$ cat src/rtl/pcall_pkg.sv
// Package: shared constants and the sequencer state type.
// Assumes the environment word is at least 16 bits wide.
package pcall_pkg;
    localparam int PRIV_BIT  = 15;
    localparam int SC_BIT    = 14;
    localparam int RP_W      = 3;
    localparam logic [RP_W-1:0] RP_EMPTY = 3'd7;
    localparam int HDR_CALLABLE_ADDR = 0;
    localparam int HDR_PRIV_ADDR     = 1;

    typedef enum logic [2:0] {
        ST_IDLE,
        ST_RD_PRIV,
        ST_RD_CALL,
        ST_RD_ENTRY,
        ST_PUSH_P,
        ST_PUSH_E,
        ST_PUSH_L
    } seq_state_t;
endpackage

$ cat src/rtl/pcall_bound_cmp.sv
// Module: compares the call offset against a boundary word read from code space.
// Assumes both values are unsigned words of equal width.
module pcall_bound_cmp #(
    parameter int WORD_W = 16
) (
    input  logic [WORD_W-1:0] offset_i,
    input  logic [WORD_W-1:0] bound_i,
    output logic              at_or_above_o
);
    // Purpose: unsigned greater-or-equal test.
    always_comb begin
        at_or_above_o = (offset_i >= bound_i);
    end
endmodule

$ cat src/rtl/pcall_e_update.sv
// Module: builds the environment word returned by a completed call.
// Assumes WORD_W >= 16. Bits outside the privilege bit, the kernel bit
// and the register-stack pointer pass through unchanged.
module pcall_e_update #(
    parameter int WORD_W = 16
) (
    input  logic [WORD_W-1:0] old_e_i,
    input  logic              raise_priv_i,
    input  logic              sys_call_i,
    output logic [WORD_W-1:0] new_e_o
);
    import pcall_pkg::*;

    // Purpose: merge privilege, kernel-space and empty-stack fields.
    always_comb begin
        new_e_o = old_e_i;
        if (raise_priv_i) new_e_o[PRIV_BIT] = 1'b1;
        if (sys_call_i)   new_e_o[SC_BIT]   = 1'b1;
        new_e_o[RP_W-1:0] = RP_EMPTY;
    end
endmodule

$ cat src/rtl/pcall_ctrl.sv
// Module: state machine that orders the boundary reads, the entry read and
// the three stack pushes, and registers the results.
// Assumes synchronous memory: read data arrives the cycle after the request.
module pcall_ctrl #(
    parameter int WORD_W = 16
) (
    input  logic              clk,
    input  logic              rst_n,
    input  logic              start_i,
    input  logic              sys_call_i,
    input  logic [WORD_W-1:0] offset_i,
    input  logic [WORD_W-1:0] p_i,
    input  logic [WORD_W-1:0] e_i,
    input  logic [WORD_W-1:0] l_i,
    input  logic [WORD_W-1:0] s_i,
    input  logic [WORD_W-1:0] mem_rdata_i,
    input  logic              ge_bound_i,
    input  logic [WORD_W-1:0] e_new_i,
    output logic [WORD_W-1:0] offset_q_o,
    output logic [WORD_W-1:0] e_q_o,
    output logic              raise_q_o,
    output logic              sys_q_o,
    output logic              mem_req_o,
    output logic              mem_we_o,
    output logic [WORD_W-1:0] mem_addr_o,
    output logic [WORD_W-1:0] mem_wdata_o,
    output logic              busy_o,
    output logic              done_o,
    output logic              trap_o,
    output logic [WORD_W-1:0] p_o,
    output logic [WORD_W-1:0] e_o,
    output logic [WORD_W-1:0] l_o,
    output logic [WORD_W-1:0] s_o
);
    import pcall_pkg::*;

    localparam logic [WORD_W-1:0] ONE       = WORD_W'(1);
    localparam logic [WORD_W-1:0] ADDR_CALL = WORD_W'(HDR_CALLABLE_ADDR);
    localparam logic [WORD_W-1:0] ADDR_PRIV = WORD_W'(HDR_PRIV_ADDR);

    seq_state_t        state_q;
    logic [WORD_W-1:0] p_q, l_q, sp_q, newp_q;

    assign offset_q_o = offset_q_o_r;
    logic [WORD_W-1:0] offset_q_o_r;
    assign busy_o     = (state_q != ST_IDLE);

    // Purpose: drive the memory port from the current state.
    always_comb begin
        mem_req_o   = 1'b0;
        mem_we_o    = 1'b0;
        mem_addr_o  = '0;
        mem_wdata_o = '0;
        unique case (state_q)
            ST_RD_PRIV:  begin mem_req_o = 1'b1; mem_addr_o = ADDR_PRIV; end
            ST_RD_CALL:  begin mem_req_o = 1'b1; mem_addr_o = ADDR_CALL; end
            ST_RD_ENTRY: begin mem_req_o = 1'b1; mem_addr_o = offset_q_o_r; end
            ST_PUSH_P:   begin mem_req_o = 1'b1; mem_we_o = 1'b1;
                               mem_addr_o = sp_q + ONE; mem_wdata_o = p_q; end
            ST_PUSH_E:   begin mem_req_o = 1'b1; mem_we_o = 1'b1;
                               mem_addr_o = sp_q + ONE; mem_wdata_o = e_q_o; end
            ST_PUSH_L:   begin mem_req_o = 1'b1; mem_we_o = 1'b1;
                               mem_addr_o = sp_q + ONE; mem_wdata_o = l_q; end
            default: ;
        endcase
    end

    // Purpose: advance the sequence and register captured values and results.
    always_ff @(posedge clk) begin
        if (!rst_n) begin
            state_q      <= ST_IDLE;
            offset_q_o_r <= '0;
            p_q          <= '0;
            e_q_o        <= '0;
            l_q          <= '0;
            sp_q         <= '0;
            newp_q       <= '0;
            raise_q_o    <= 1'b0;
            sys_q_o      <= 1'b0;
            done_o       <= 1'b0;
            trap_o       <= 1'b0;
            p_o          <= '0;
            e_o          <= '0;
            l_o          <= '0;
            s_o          <= '0;
        end else begin
            done_o <= 1'b0;
            trap_o <= 1'b0;
            unique case (state_q)
                ST_IDLE: if (start_i) begin
                    offset_q_o_r <= offset_i;
                    p_q          <= p_i;
                    e_q_o        <= e_i;
                    l_q          <= l_i;
                    sp_q         <= s_i;
                    sys_q_o      <= sys_call_i;
                    raise_q_o    <= 1'b0;
                    state_q      <= e_i[PRIV_BIT] ? ST_RD_ENTRY : ST_RD_PRIV;
                end
                ST_RD_PRIV: state_q <= ST_RD_CALL;
                ST_RD_CALL: begin
                    if (ge_bound_i) begin
                        trap_o  <= 1'b1;
                        p_o     <= p_q;
                        e_o     <= e_q_o;
                        l_o     <= l_q;
                        s_o     <= sp_q;
                        state_q <= ST_IDLE;
                    end else begin
                        state_q <= ST_RD_ENTRY;
                    end
                end
                ST_RD_ENTRY: begin
                    if (!e_q_o[PRIV_BIT] && ge_bound_i) raise_q_o <= 1'b1;
                    state_q <= ST_PUSH_P;
                end
                ST_PUSH_P: begin
                    newp_q  <= mem_rdata_i;
                    sp_q    <= sp_q + ONE;
                    state_q <= ST_PUSH_E;
                end
                ST_PUSH_E: begin
                    sp_q    <= sp_q + ONE;
                    state_q <= ST_PUSH_L;
                end
                ST_PUSH_L: begin
                    sp_q    <= sp_q + ONE;
                    done_o  <= 1'b1;
                    p_o     <= newp_q;
                    e_o     <= e_new_i;
                    l_o     <= sp_q + ONE;
                    s_o     <= sp_q + ONE;
                    state_q <= ST_IDLE;
                end
                default: state_q <= ST_IDLE;
            endcase
        end
    end
endmodule

$ cat src/rtl/proc_call_seq.sv
// Module: top of the call sequencer. Wires the controller to the boundary
// comparator and the environment-word builder.
// Assumes one single-port synchronous memory shared by code and stack space.
module proc_call_seq #(
    parameter int WORD_W = 16
) (
    input  logic              clk,
    input  logic              rst_n,
    input  logic              start_i,
    input  logic              sys_call_i,
    input  logic [WORD_W-1:0] offset_i,
    input  logic [WORD_W-1:0] p_i,
    input  logic [WORD_W-1:0] e_i,
    input  logic [WORD_W-1:0] l_i,
    input  logic [WORD_W-1:0] s_i,
    output logic              mem_req_o,
    output logic              mem_we_o,
    output logic [WORD_W-1:0] mem_addr_o,
    output logic [WORD_W-1:0] mem_wdata_o,
    input  logic [WORD_W-1:0] mem_rdata_i,
    output logic              busy_o,
    output logic              done_o,
    output logic              trap_o,
    output logic [WORD_W-1:0] p_o,
    output logic [WORD_W-1:0] e_o,
    output logic [WORD_W-1:0] l_o,
    output logic [WORD_W-1:0] s_o
);
    logic [WORD_W-1:0] offset_q, e_q, e_new;
    logic              raise_q, sys_q, ge_bound;

    pcall_bound_cmp #(.WORD_W(WORD_W)) cmp_i (
        .offset_i      (offset_q),
        .bound_i       (mem_rdata_i),
        .at_or_above_o (ge_bound)
    );

    pcall_e_update #(.WORD_W(WORD_W)) eupd_i (
        .old_e_i      (e_q),
        .raise_priv_i (raise_q),
        .sys_call_i   (sys_q),
        .new_e_o      (e_new)
    );

    pcall_ctrl #(.WORD_W(WORD_W)) ctrl_i (
        .clk         (clk),
        .rst_n       (rst_n),
        .start_i     (start_i),
        .sys_call_i  (sys_call_i),
        .offset_i    (offset_i),
        .p_i         (p_i),
        .e_i         (e_i),
        .l_i         (l_i),
        .s_i         (s_i),
        .mem_rdata_i (mem_rdata_i),
        .ge_bound_i  (ge_bound),
        .e_new_i     (e_new),
        .offset_q_o  (offset_q),
        .e_q_o       (e_q),
        .raise_q_o   (raise_q),
        .sys_q_o     (sys_q),
        .mem_req_o   (mem_req_o),
        .mem_we_o    (mem_we_o),
        .mem_addr_o  (mem_addr_o),
        .mem_wdata_o (mem_wdata_o),
        .busy_o      (busy_o),
        .done_o      (done_o),
        .trap_o      (trap_o),
        .p_o         (p_o),
        .e_o         (e_o),
        .l_o         (l_o),
        .s_o         (s_o)
    );
endmodule

$ cat config.mk
export PLATFORM = sky130hd
export DESIGN_NAME = proc_call_seq
export DESIGN_NICKNAME = d
export VERILOG_FILES = /design/src/rtl/pcall_pkg.sv /design/src/rtl/pcall_bound_cmp.sv /design/src/rtl/pcall_e_update.sv /design/src/rtl/pcall_ctrl.sv /design/src/rtl/proc_call_seq.sv
export SDC_FILE = /design/constraint.sdc
export NUM_CORES = 1
export LEC_CHECK = 0
export BUFFER_PORTS_ARGS = -buffer_cell sky130_fd_sc_hd__buf_2
export CAP_MARGIN = 20
export CORE_MARGIN = 10
export CORE_UTILIZATION = 50
export DETAILED_ROUTE_END_ITERATION = 8
export PLACE_DENSITY = 0.76
export SETUP_SLACK_MARGIN = 0.05
export SLEW_MARGIN = 5
export SYNTH_ARGS = -nofsm -noshare
export SYNTH_HDL_FRONTEND = slang
export SYNTH_HIERARCHICAL = 1
export SYNTH_SLANG_ARGS = --single-unit
$ cat constraint.sdc
create_clock -name clk -period 2.84 [get_ports clk]
set_input_delay 0.142 -clock clk [delete_from_list [all_inputs] [get_ports clk]]
set_output_delay 0.142 -clock clk [all_outputs]
set_load 0.01 [all_outputs]
==> results.toml, run 1 <==
[status]
status = "finished, final reports clean"

[detailed_routing]
drc_errors = 0
drtPass1Iterations = 5
vias_per_cell = 5.75
drtIter0Drc = 869
avgRoutedWirePerCell_um = 19.5
ant_nets = 0
vias = 8384
wl_um = 28400

[timing]
hold_viol = 0
hold_ws_ns = 0.0141
post-route-min-period_ns = 2.70
tightest_slew_ns = 0.732
setup_viol = 0
fin_crit_sh_pct = 95.2
skew_ns = 0.0112
worst_slack_ns = 0.136
max-slew-margin-rel_pct = 51.0
tns_ns = 0
clock.fmax_mhz = 370
rsz0062_at_grt = "false"
drv_slew = 0

[yosys]
synth_compound_area_share_pct = 21.7
synth_cell_types = 71
syn_inst = 1000
synth_fa_ha_area_share_pct = 2.64
synth-simple-area-share_pct = 21.1
synth-async-reset-ratio_pct = 0
synth_edf_count = 0
synth-seq-cells = 167
yosysWarnings = 6
yosysSeqAreaShare_pct = 41.5
synth_area_um2 = 8060
synthMuxAreaShare_pct = 4.61
ys.flop_type = "dfxtp_1"
syn_avg_cell_area_um2 = 8.06
synth-xor-area-share_pct = 1.09
synth_top_family_by_area = "compound AO/OA/AOI/OAI gates"

[worst_setup_path]
rrSetupSlack_ns = 0.30
critPathRequiredTime_ns = 2.70
crit_chain = "ha_2, nand3_4, or3_4, or2_4, a221o_1, buf_2"
slowest_delay_ns = 0.44
crit_fanout = 8
worstRegToRegCells = 10
setup.worst_path.start_class = "flop"
slowest_stage = "dfxtp_1"
worst-endpoint-arrival_ns = 2.56
r2r-end = "ctrl_i/l_o[2]"
path_buf_inv = 1
critPathTopFamily = "simple AND/OR/NAND/NOR gates"
path_class = "flop to primary output"
reg2reg_from = "ctrl_i/offset_q_o[0]"
cp-end-kind = "primary output"

[worst_hold_path]
holdPathEnd = "ctrl_i/newp_q[14]"
hold_class = "input pin to flop"
whs_path_depth = 3
hold_start = "mem_rdata_i[14]"

[die]
start_util_pct = 50.9
io_pins = 201
die-area_um2 = 21600
fp-row-count = 46
core_um2 = 15800
fp.dieW_um = 147
die_h_um = 147

[clocking]
cts_sinks = 167
insertion_delay_ns = 0.43
cts_setup_buffers = 0
cts_root_buf = "clkbuf_16"
cts.clk_slew.worst_paths_ns = 0.06
cts_tree = "yes"
htree_levels = 4
cts_buffer_depth = 2
cts-buffers-inserted = 17

[job]
cap_violations = 0

[cells_and_area]
fillers = 1290
design_area_um2 = 10600
fin_util_pct = 66.7
multi_input_area_um2 = 4170
layout-drive-gt1-share_pct = 22.6
layout.nets = 1347
fin_cells = 1459
area.sequential_um2 = 3350
area_delta_synth_final_pct = 31.1

[place]
place_inst = 1342
dpl_worst_slack_ns = 0.249
placed_cell_area_um2 = 9080
portBuffers = 200
post-dp-hpwl_um = 19500
globalplace.congestion = 0.934

[global_route]
grt_pass1_wl_um = 44600
grt.total_usage_pct = 25.4
antenna_found_initial = 2
grt_pass1_vias = 8209
overflow = 0
grt_max_degree = 50

[pwr]
total_power_mw = 6.04
leakagePower_nw = 4.42
peakVddDrop_mv = 0.493
p_per_area_nw_per_um2 = 571
-- cells in the mapped netlist (18+ instances only) --
master | count | area share [%]
buf_4 | 18 | 1.7
o21ai_0 | 39 | 2.4
clkbuf_1 | 51 | 2.4
and2_1 | 25 | 1.9
a22oi_1 | 33 | 3.1
buf_2 | 30 | 1.9
inv_1 | 23 | 1.1
nand3_1 | 27 | 1.7
dfxtp_1 | 167 | 42
a21oi_1 | 122 | 7.6
mux2i_1 | 36 | 4.5
nand2_1 | 206 | 9.6
nor2_1 | 39 | 1.8
a211oi_1 | 21 | 2.0
-- timing repair --
item / CTS / global route
hold buffers: 85 / 0
hold endpoints to repair: 85 / 0
cloned: 0 / 0
gates resized for setup: 1 / 5
setup endpoints to repair: 1 / 2
-- worst reg2reg max path, delay by kind of cell, from the launching register on --
kind / cells / cell delay (ns)
adders and majority gates: 1 / 0.27
buffers and inverters: 2 / 0.24
and+or+nand+nor: 4 / 0.70
DFF: 1 / 0.34
AOI/OAI and AO/OA: 3 / 0.87
-- cell type report --
type	count	area share, %
Clock buffer	20	4.32
Antenna cell	2	0.0474
Multi-Input combinational cell	708	39.4
Sequential cell	167	31.7
Tap cell	216	2.56
Inverter	23	0.841
Timing Repair Buffer	313	19.8
Clock inverter	10	1.36
-- power by group --
group	internal [mW]	switching, mW
Sequential	2.48	0.182
Combinational	0.411	0.569
Clock	1.43	0.966
Total	4.32	1.72
-- layout by cell type, fill, tap and decap left out, types with 17 or more instances in the layout --
cell / Yosys / routed
buf_2: 30 / 200
dfxtp_1: 167 / 165
nor2_1: 39 / 39
mux2i_1: 36 / 36
inv_1: 23 / 22
and2_1: 25 / 25
nand2_1: 206 / 206
clkbuf_16: 0 / 17
a211oi_1: 21 / 21
buf_4: 18 / 26
a22oi_1: 33 / 33
dlygate4sd3_1: 0 / 85
o21ai_0: 39 / 39
a21oi_1: 122 / 122
nand3_1: 27 / 27
-- flip-flops by register name, indices dropped and copies added, names as in the netlist, 3 cells and up --
signal / cells
ctrl_i/newp_q: 16
ctrl_i/p_o: 16
ctrl_i/state_q: 3
ctrl_i/e_q_o: 16
ctrl_i/e_o: 16
ctrl_i/s_o: 16
ctrl_i/p_q: 16
ctrl_i/sp_q: 16
ctrl_i/offset_q_o: 16
ctrl_i/l_q: 16
ctrl_i/l_o: 16
-- worst max-delay path by stage --
stage,startpoint,endpoint,slack [ns],cells past startpoint
after global routing,mem_rdata_i[9],ctrl_i/p_o[7],0.06,12
after CTS,ctrl_i/sp_q[0],mem_addr_o[14],0.06,6
after detailed placement,ctrl_i/offset_q_o[0],ctrl_i/s_o[3],0.25,11
after floorplan,ctrl_i/offset_q_o[0],ctrl_i/e_o[15],0.34,12
final,ctrl_i/sp_q[1],mem_addr_o[14],0.14,6
after global placement,ctrl_i/offset_q_o[0],ctrl_i/s_o[3],0.32,11
-- logic make-up (layout without fill, tap and decap cells) --
| logic type | Yosys count | count (layout) |
|---|---|---|
| mux | 37 | 37 |
| buf+inv | 127 | 366 |
| compound gates | 283 | 283 |
| simple gates | 358 | 358 |
| other cells | 1 | 5 |
| flops | 167 | 167 |
| fa+ha+maj | 17 | 17 |
| xor+xnor | 10 | 10 |
-- routing by layer --
| layer | GRT usage, % | vias up | share of wire [%] |
|---|---|---|---|
| met4 | 9.46 | 0 | 3.2 |
| met3 | 5.90 | 61 | 7.8 |
| li1 | - | 3956 | - |
| met2 | 40.8 | 373 | 47 |
| met5 | 0 | - | 0 |
| met1 | 32.4 | 3994 | 42 |
Note: power is estimated with default switching activity, not from simulation.
==> inputs of run 2 (changes only) <==
--- a/config.mk
+++ b/config.mk
@@ -10,7 +10,7 @@
 export CORE_MARGIN = 10
 export CORE_UTILIZATION = 50
 export DETAILED_ROUTE_END_ITERATION = 8
-export PLACE_DENSITY = 0.76
+export PLACE_DENSITY = 0.77
 export SETUP_SLACK_MARGIN = 0.05
 export SLEW_MARGIN = 5
 export SYNTH_ARGS = -nofsm -noshare
==> run 2 against run 1 <==
Compared with the run above:
- the flow now finishes with violations (negative hold slack)
- cell count fell by 0.34%
- register-to-register slack worse by 0.08 ns
- clock power barely moved
- first-iteration DRC count down 12%
- wire length shrank 0.36%
- non-clock buffer count down 8
- core utilization is 0.32 points lower
- critical path depth is 6 higher
- sequential cell count unchanged
- global-route usage fell by 0.46 points
- critical path type is now input pin to flop
- critical endpoint is now ctrl_i/p_o[1]
- largest cell class unchanged
- highest routed layer unchanged
==> results.toml, run 2 (synthesis gave the netlist of run 1 again) <==
[status]
status = "complete, but fails checks"
violations = "negative hold slack"

[detailed_routing]
vias = 8415
vias_per_cell = 5.79
ant_nets = 0
wl_um = 28300
drtIter0Drc = 766
drtPass1Iterations = 5
drc_errors = 0
avgRoutedWirePerCell_um = 19.4

[place]
globalplace.congestion = 0.916
portBuffers = 200
placed_cell_area_um2 = 9080
post-dp-hpwl_um = 19300
place_inst = 1338

[clocking]
cts_sinks = 167
cts_root_buf = "clkbuf_16"
cts-buffers-inserted = 17
cts_buffer_depth = 2
cts_setup_buffers = 0
cts_tree = "yes"
cts.clk_slew.worst_paths_ns = 0.07
htree_levels = 4
insertion_delay_ns = 0.43

[timing]
tightest_slew_ns = 1.03
hold_viol = 1
drv_slew = 0
max-slew-margin-rel_pct = 31.3
tns_ns = 0
fin_crit_sh_pct = 94.0
post-route-min-period_ns = 2.67
setup_viol = 0
rsz0062_at_grt = "true"
hold_ws_ns = -0.00313
clock.fmax_mhz = 375
skew_ns = 0.0102

[die]
die-area_um2 = 21600
start_util_pct = 50.9
die_h_um = 147
core_um2 = 15800
fp.dieW_um = 147
fp-row-count = 46
io_pins = 201

[pwr]
leakagePower_nw = 4.39
p_per_area_nw_per_um2 = 571
peakVddDrop_mv = 0.487

[worst_setup_path]
cp-end-kind = "flop"
worstRegToRegCells = 9
critPathRequiredTime_ns = 3.17
crit_fanout = 21
worst-endpoint-arrival_ns = 3.00
r2r-end = "ctrl_i/p_o[1]"
reg2reg_from = "ctrl_i/offset_q_o[9]"
rrSetupSlack_ns = 0.22
setup.worst_path.start_class = "input pin"
path_class = "input pin to flop"

[global_route]
antenna_found_initial = 2
overflow = 0
grt.total_usage_pct = 24.9
grt_pass1_vias = 8050
grt_max_degree = 85
grt_pass1_wl_um = 43400

[cells_and_area]
design_area_um2 = 10500
layout_common_cells = "nand2_1 (206), buf_2 (200), dfxtp_1 (167), a21oi_1 (122), dlygate4sd3_1 (81)"
area_delta_synth_final_pct = 30.5
fillers = 1280
final_common_cell = "nand2_1"
layout.nets = 1339
fin_cells = 1454
layout-drive-gt1-share_pct = 22.3

[worst_hold_path]
hold_start = "s_i[11]"
holdPathEnd = "ctrl_i/sp_q[11]"
whs_path_depth = 3
hold_class = "input pin to flop"

[job]
cap_violations = 0
## run 2: worst max-delay path by stage
stage | slack, ns | endpoint | depth (start not counted) | startpoint
after detailed placement | 0.24 | ctrl_i/l_o[12] | 9 | ctrl_i/offset_q_o[14]
final | 0.17 | ctrl_i/p_o[1] | 12 | mem_rdata_i[9]
after CTS | 0.17 | ctrl_i/l_o[8] | 12 | mem_rdata_i[11]
after floorplan | 0.34 | ctrl_i/e_o[15] | 12 | ctrl_i/offset_q_o[0]
after global placement | 0.32 | ctrl_i/l_o[12] | 10 | ctrl_i/offset_q_o[0]
after global routing | 0.04 | ctrl_i/p_o[1] | 12 | mem_rdata_i[11]
## run 2: layer usage
metal,vias to the layer above,track usage (%),share of wire (%)
met4,0,9.96,3.5
met1,3914,31.2,41
met2,465,40.4,46
met3,84,6.02,9.3
met5,-,0,0
li1,3952,-,-
## run 2: critical path, stage by stage
cell,delay (ns)
dlygate4sd3_1,0.53
buf_2,0.12
inv_1,0.05
ha_1,0.30
and4_1,0.23
nand3b_1,0.08
or4_1,0.40
o211ai_1,0.15
and4bb_2,0.38
buf_12,0.22
mux2i_1,0.10
a211oi_1,0.28
## run 2: report_power, final
group	leakage (nW)	internal, mW	total, mW	switching, mW
clock	0.293	1.39	2.38	0.995
sequential	1.36	2.48	2.64	0.165
combinational	2.74	0.400	0.985	0.585
## run 2: repair_timing
item | 4_1_cts | 5_1_grt
hold buffers | 81 | 0
endpoints found under the hold margin | 81 | 0
endpoints found under the setup margin | 0 | 18
resized for setup | 0 | 2
## run 2: cell type report
type                            count  area [um2]  share of cell area [%]
Tap cell                          216         270                    2.57
Antenna cell                        3        7.51                  0.0714
Timing Repair Buffer              305        2050                    19.5
Inverter                           23        88.8                   0.845
Clock buffer                       17         425                    4.05
Clock inverter                     15         178                    1.69
Multi-Input combinational cell    708        4150                    39.5
Sequential cell                   167        3340                    31.8
## run 2: stage by stage
step	worst slack [ns]	power, mW	util [%]
finish	0.171	6.01	66.4
global route	0.0447	6.22	66.4
CTS	0.173	5.98	66.3
detailed placement	0.235	3.55	57.4
global placement	0.318	3.53	57.4
floorplan	0.337	3.24	-
==> inputs of run 3 (changes only) <==
--- a/config.mk
+++ b/config.mk
@@ -5,6 +5,7 @@
 export SDC_FILE = /design/constraint.sdc
 export NUM_CORES = 1
 export LEC_CHECK = 0
+export ABC_AREA = 1
 export BUFFER_PORTS_ARGS = -buffer_cell sky130_fd_sc_hd__buf_2
 export CAP_MARGIN = 20
 export CORE_MARGIN = 10
==> run 3 against run 2 <==
Compared with the run above:
- the run now ends clean
- global-route usage decreased by 1.1 points
- sequential power increased by 5%
- combinational power increased by 24%
- hold slack improved by 0.0054 ns
- core utilization decreased by 3.6 points
==> results.toml, run 3 <==
[worst_setup_path]
critPathRequiredTime_ns = 3.19
slowest_stage = "dfxtp_1"
cpMostUsedCell = "a21oi_1"
critPathTopFamily = "compound AO/OA/AOI/OAI gates"
path_class = "flop to flop"
slowest_delay_ns = 0.33
worst-endpoint-arrival_ns = 2.77
setup.worst_path.start_class = "flop"
path_buf_inv = 3
crit_fanout = 33
cp-end-kind = "flop"
worst-path-stages = 13
crit_chain = "ha_1, a21oi_1, o21ai_0, a21oi_1, nand2_1, inv_1, nor2_8, nor2_4, buf_12, nand2_1, o21ai_1, inv_1, a21oi_1"
worstRegToRegCells = 13

[detailed_routing]
wl_um = 25700
drtIter0Drc = 633
drtPass1Iterations = 5
drc_errors = 0
vias = 7765
avgRoutedWirePerCell_um = 17.7
vias_per_cell = 5.35
ant_nets = 0

[timing]
setup_viol = 0
clock.fmax_mhz = 413
rsz0062_at_grt = "false"
fin_crit_sh_pct = 85.2
max-slew-margin-rel_pct = 48.1
worst_slack_ns = 0.421
post-route-min-period_ns = 2.42
drv_slew = 0
tightest_slew_ns = 0.777
tns_ns = 0
hold_viol = 0
skew_ns = 0.00501

[yosys]
yosysTopAreaCellShare_pct = 43.5
synth_cell_types = 34
synthTopCellsByArea = "dfxtp_1 (43%), nand2_1 (11%), o21ai_0 (8.2%)"
synth_edf_count = 0
syn_inst = 1074
synth_area_um2 = 7690
synth-async-reset-ratio_pct = 0
synth-seq-cells = 167
ys.flop_type = "dfxtp_1"
synth_area_leader_cell = "dfxtp_1"
synth_commonest_cells = "nand2_1 (221), dfxtp_1 (167), inv_1 (148)"
syn_avg_cell_area_um2 = 7.16
synthMostInstantiatedCell = "nand2_1"
yosysWarnings = 6
yosysSeqAreaShare_pct = 43.5

[pwr]
p_seq_share_pct = 42.2
p_switching_mw = 1.89
swShare_pct = 28.8
p_per_area_nw_per_um2 = 690
power.share.clock_pct = 39.2
peakVddDrop_mv = 0.448
power_frac_comb_pct = 18.6
p_int_mw = 4.68
leakagePower_nw = 4.30

[global_route]
grt_max_degree = 67
overflow = 0
antenna_found_initial = 0
grt_pass1_vias = 7217
grt.total_usage_pct = 23.8
grt_pass1_wl_um = 38600

[place]
post-dp-hpwl_um = 19100
globalplace.congestion = 0.984
place_inst = 1403
portBuffers = 200
dpl_worst_slack_ns = 0.444

[die]
fp-row-count = 45
die-area_um2 = 20700
core_um2 = 15100
start_util_pct = 50.8
die_h_um = 144
fp.dieW_um = 144
io_pins = 201

[worst_hold_path]
whs_path_depth = 3
hold_class = "input pin to flop"

[clocking]
cts_sinks = 167
cts-buffers-inserted = 17
cts.clk_slew.worst_paths_ns = 0.06
insertion_delay_ns = 0.42
cts_root_buf = "clkbuf_16"
cts_tree = "yes"
htree_levels = 4
cts_buffer_depth = 2

[cells_and_area]
area_delta_synth_final_pct = 23.7
layout-drive-gt1-share_pct = 20.7
layout.nets = 1368
antenna_cells = 0
fin_cells = 1451
final_common_cell = "nand2_1"
layout_common_cells = "nand2_1 (221), buf_2 (200), dfxtp_1 (167), inv_1 (148), o21ai_0 (126)"

[job]
cap_violations = 0

[status]
status = "finished, final reports clean"
-- run 3: routing by layer --
metal	track usage (%)	share of wire, %	wire (um)	up-vias
li1	-	-	-	3848
met1	30.6	42	10800	3537
met2	37.8	46	11700	351
met3	6.23	9.9	2550	29
met4	8.17	2.2	576	0
met5	0	0	0	-
-- run 3: path summary, 6_finish.rpt --
check / to / from / slack, ns
worst min-delay path: ctrl_i/newp_q[7] / mem_rdata_i[7] / 0.002
worst min register to register: ctrl_i/sys_q_o / ctrl_i/sys_q_o / 0.47
worst max-delay path: ctrl_i/l_o[8] / ctrl_i/offset_q_o[13] / 0.42
worst max register to register: ctrl_i/l_o[8] / ctrl_i/offset_q_o[13] / 0.42
-- run 3: power by group through the flow --
stage	Sequential, mW	Clock, mW	Combinational (mW)
floorplan	2.78	0	0.837
CTS	2.77	2.60	1.22
global route	2.80	2.70	1.36
global placement	2.81	0	1.17
finish	2.77	2.58	1.22
detailed placement	2.81	0	1.19
-- run 3: cells by family (layout without fill, tap and decap cells) --
kind of cell	count (synthesis)	in the layout	synth area share (%)
flip-flops	167	167	43.5
AO/OA/AOI/OAI	325	325	22.8
XOR/XNOR	7	7	0.797
adder cells (fa/ha/maj)	17	17	2.76
other	1	3	0.0487
AND/OR/NAND/NOR	328	328	17.4
buffers and inverters	229	416	12.7
-- run 3: area by class of cell --
| cell class | instances | area [um2] |
|---|---|---|
| inverters | 155 | 582 |
| repair buffers | 230 | 1310 |
| fillers | 1375 | 5630 |
| clock buffers | 24 | 502 |
| multi-input cells | 680 | 3380 |
| clock inverters | 7 | 164 |
| flip-flops and latches | 167 | 3340 |
| well taps | 188 | 235 |
-- run 3: worst min-delay path, stage by stage --
cell	delay, ns
buf_2	0.08
o21ai_0	0.08
nor2_1	0.08
-- run 3: through the flow --
step | util, % | area [um2] | power (mW) | hold WS (ns)
after floorplan | - | 7700 | 3.61 | 0.286
after global placement | 57.3 | 8680 | 3.97 | 0.407
after detailed placement | 57.3 | 8680 | 4.00 | 0.413
after CTS | 62.8 | 9520 | 6.58 | 0.00104
after global routing | 62.8 | 9520 | 6.86 | 0.00873
final | 62.8 | 9520 | 6.57 | 0.00228
-- run 3: repair_timing --
item / in CTS / in global routing
endpoints found under the hold margin: 17 / 0
buffers inserted: 0 / 0
setup endpoints to repair: 0 / 0
hold buffers: 17 / 0
resized for setup: 0 / 0
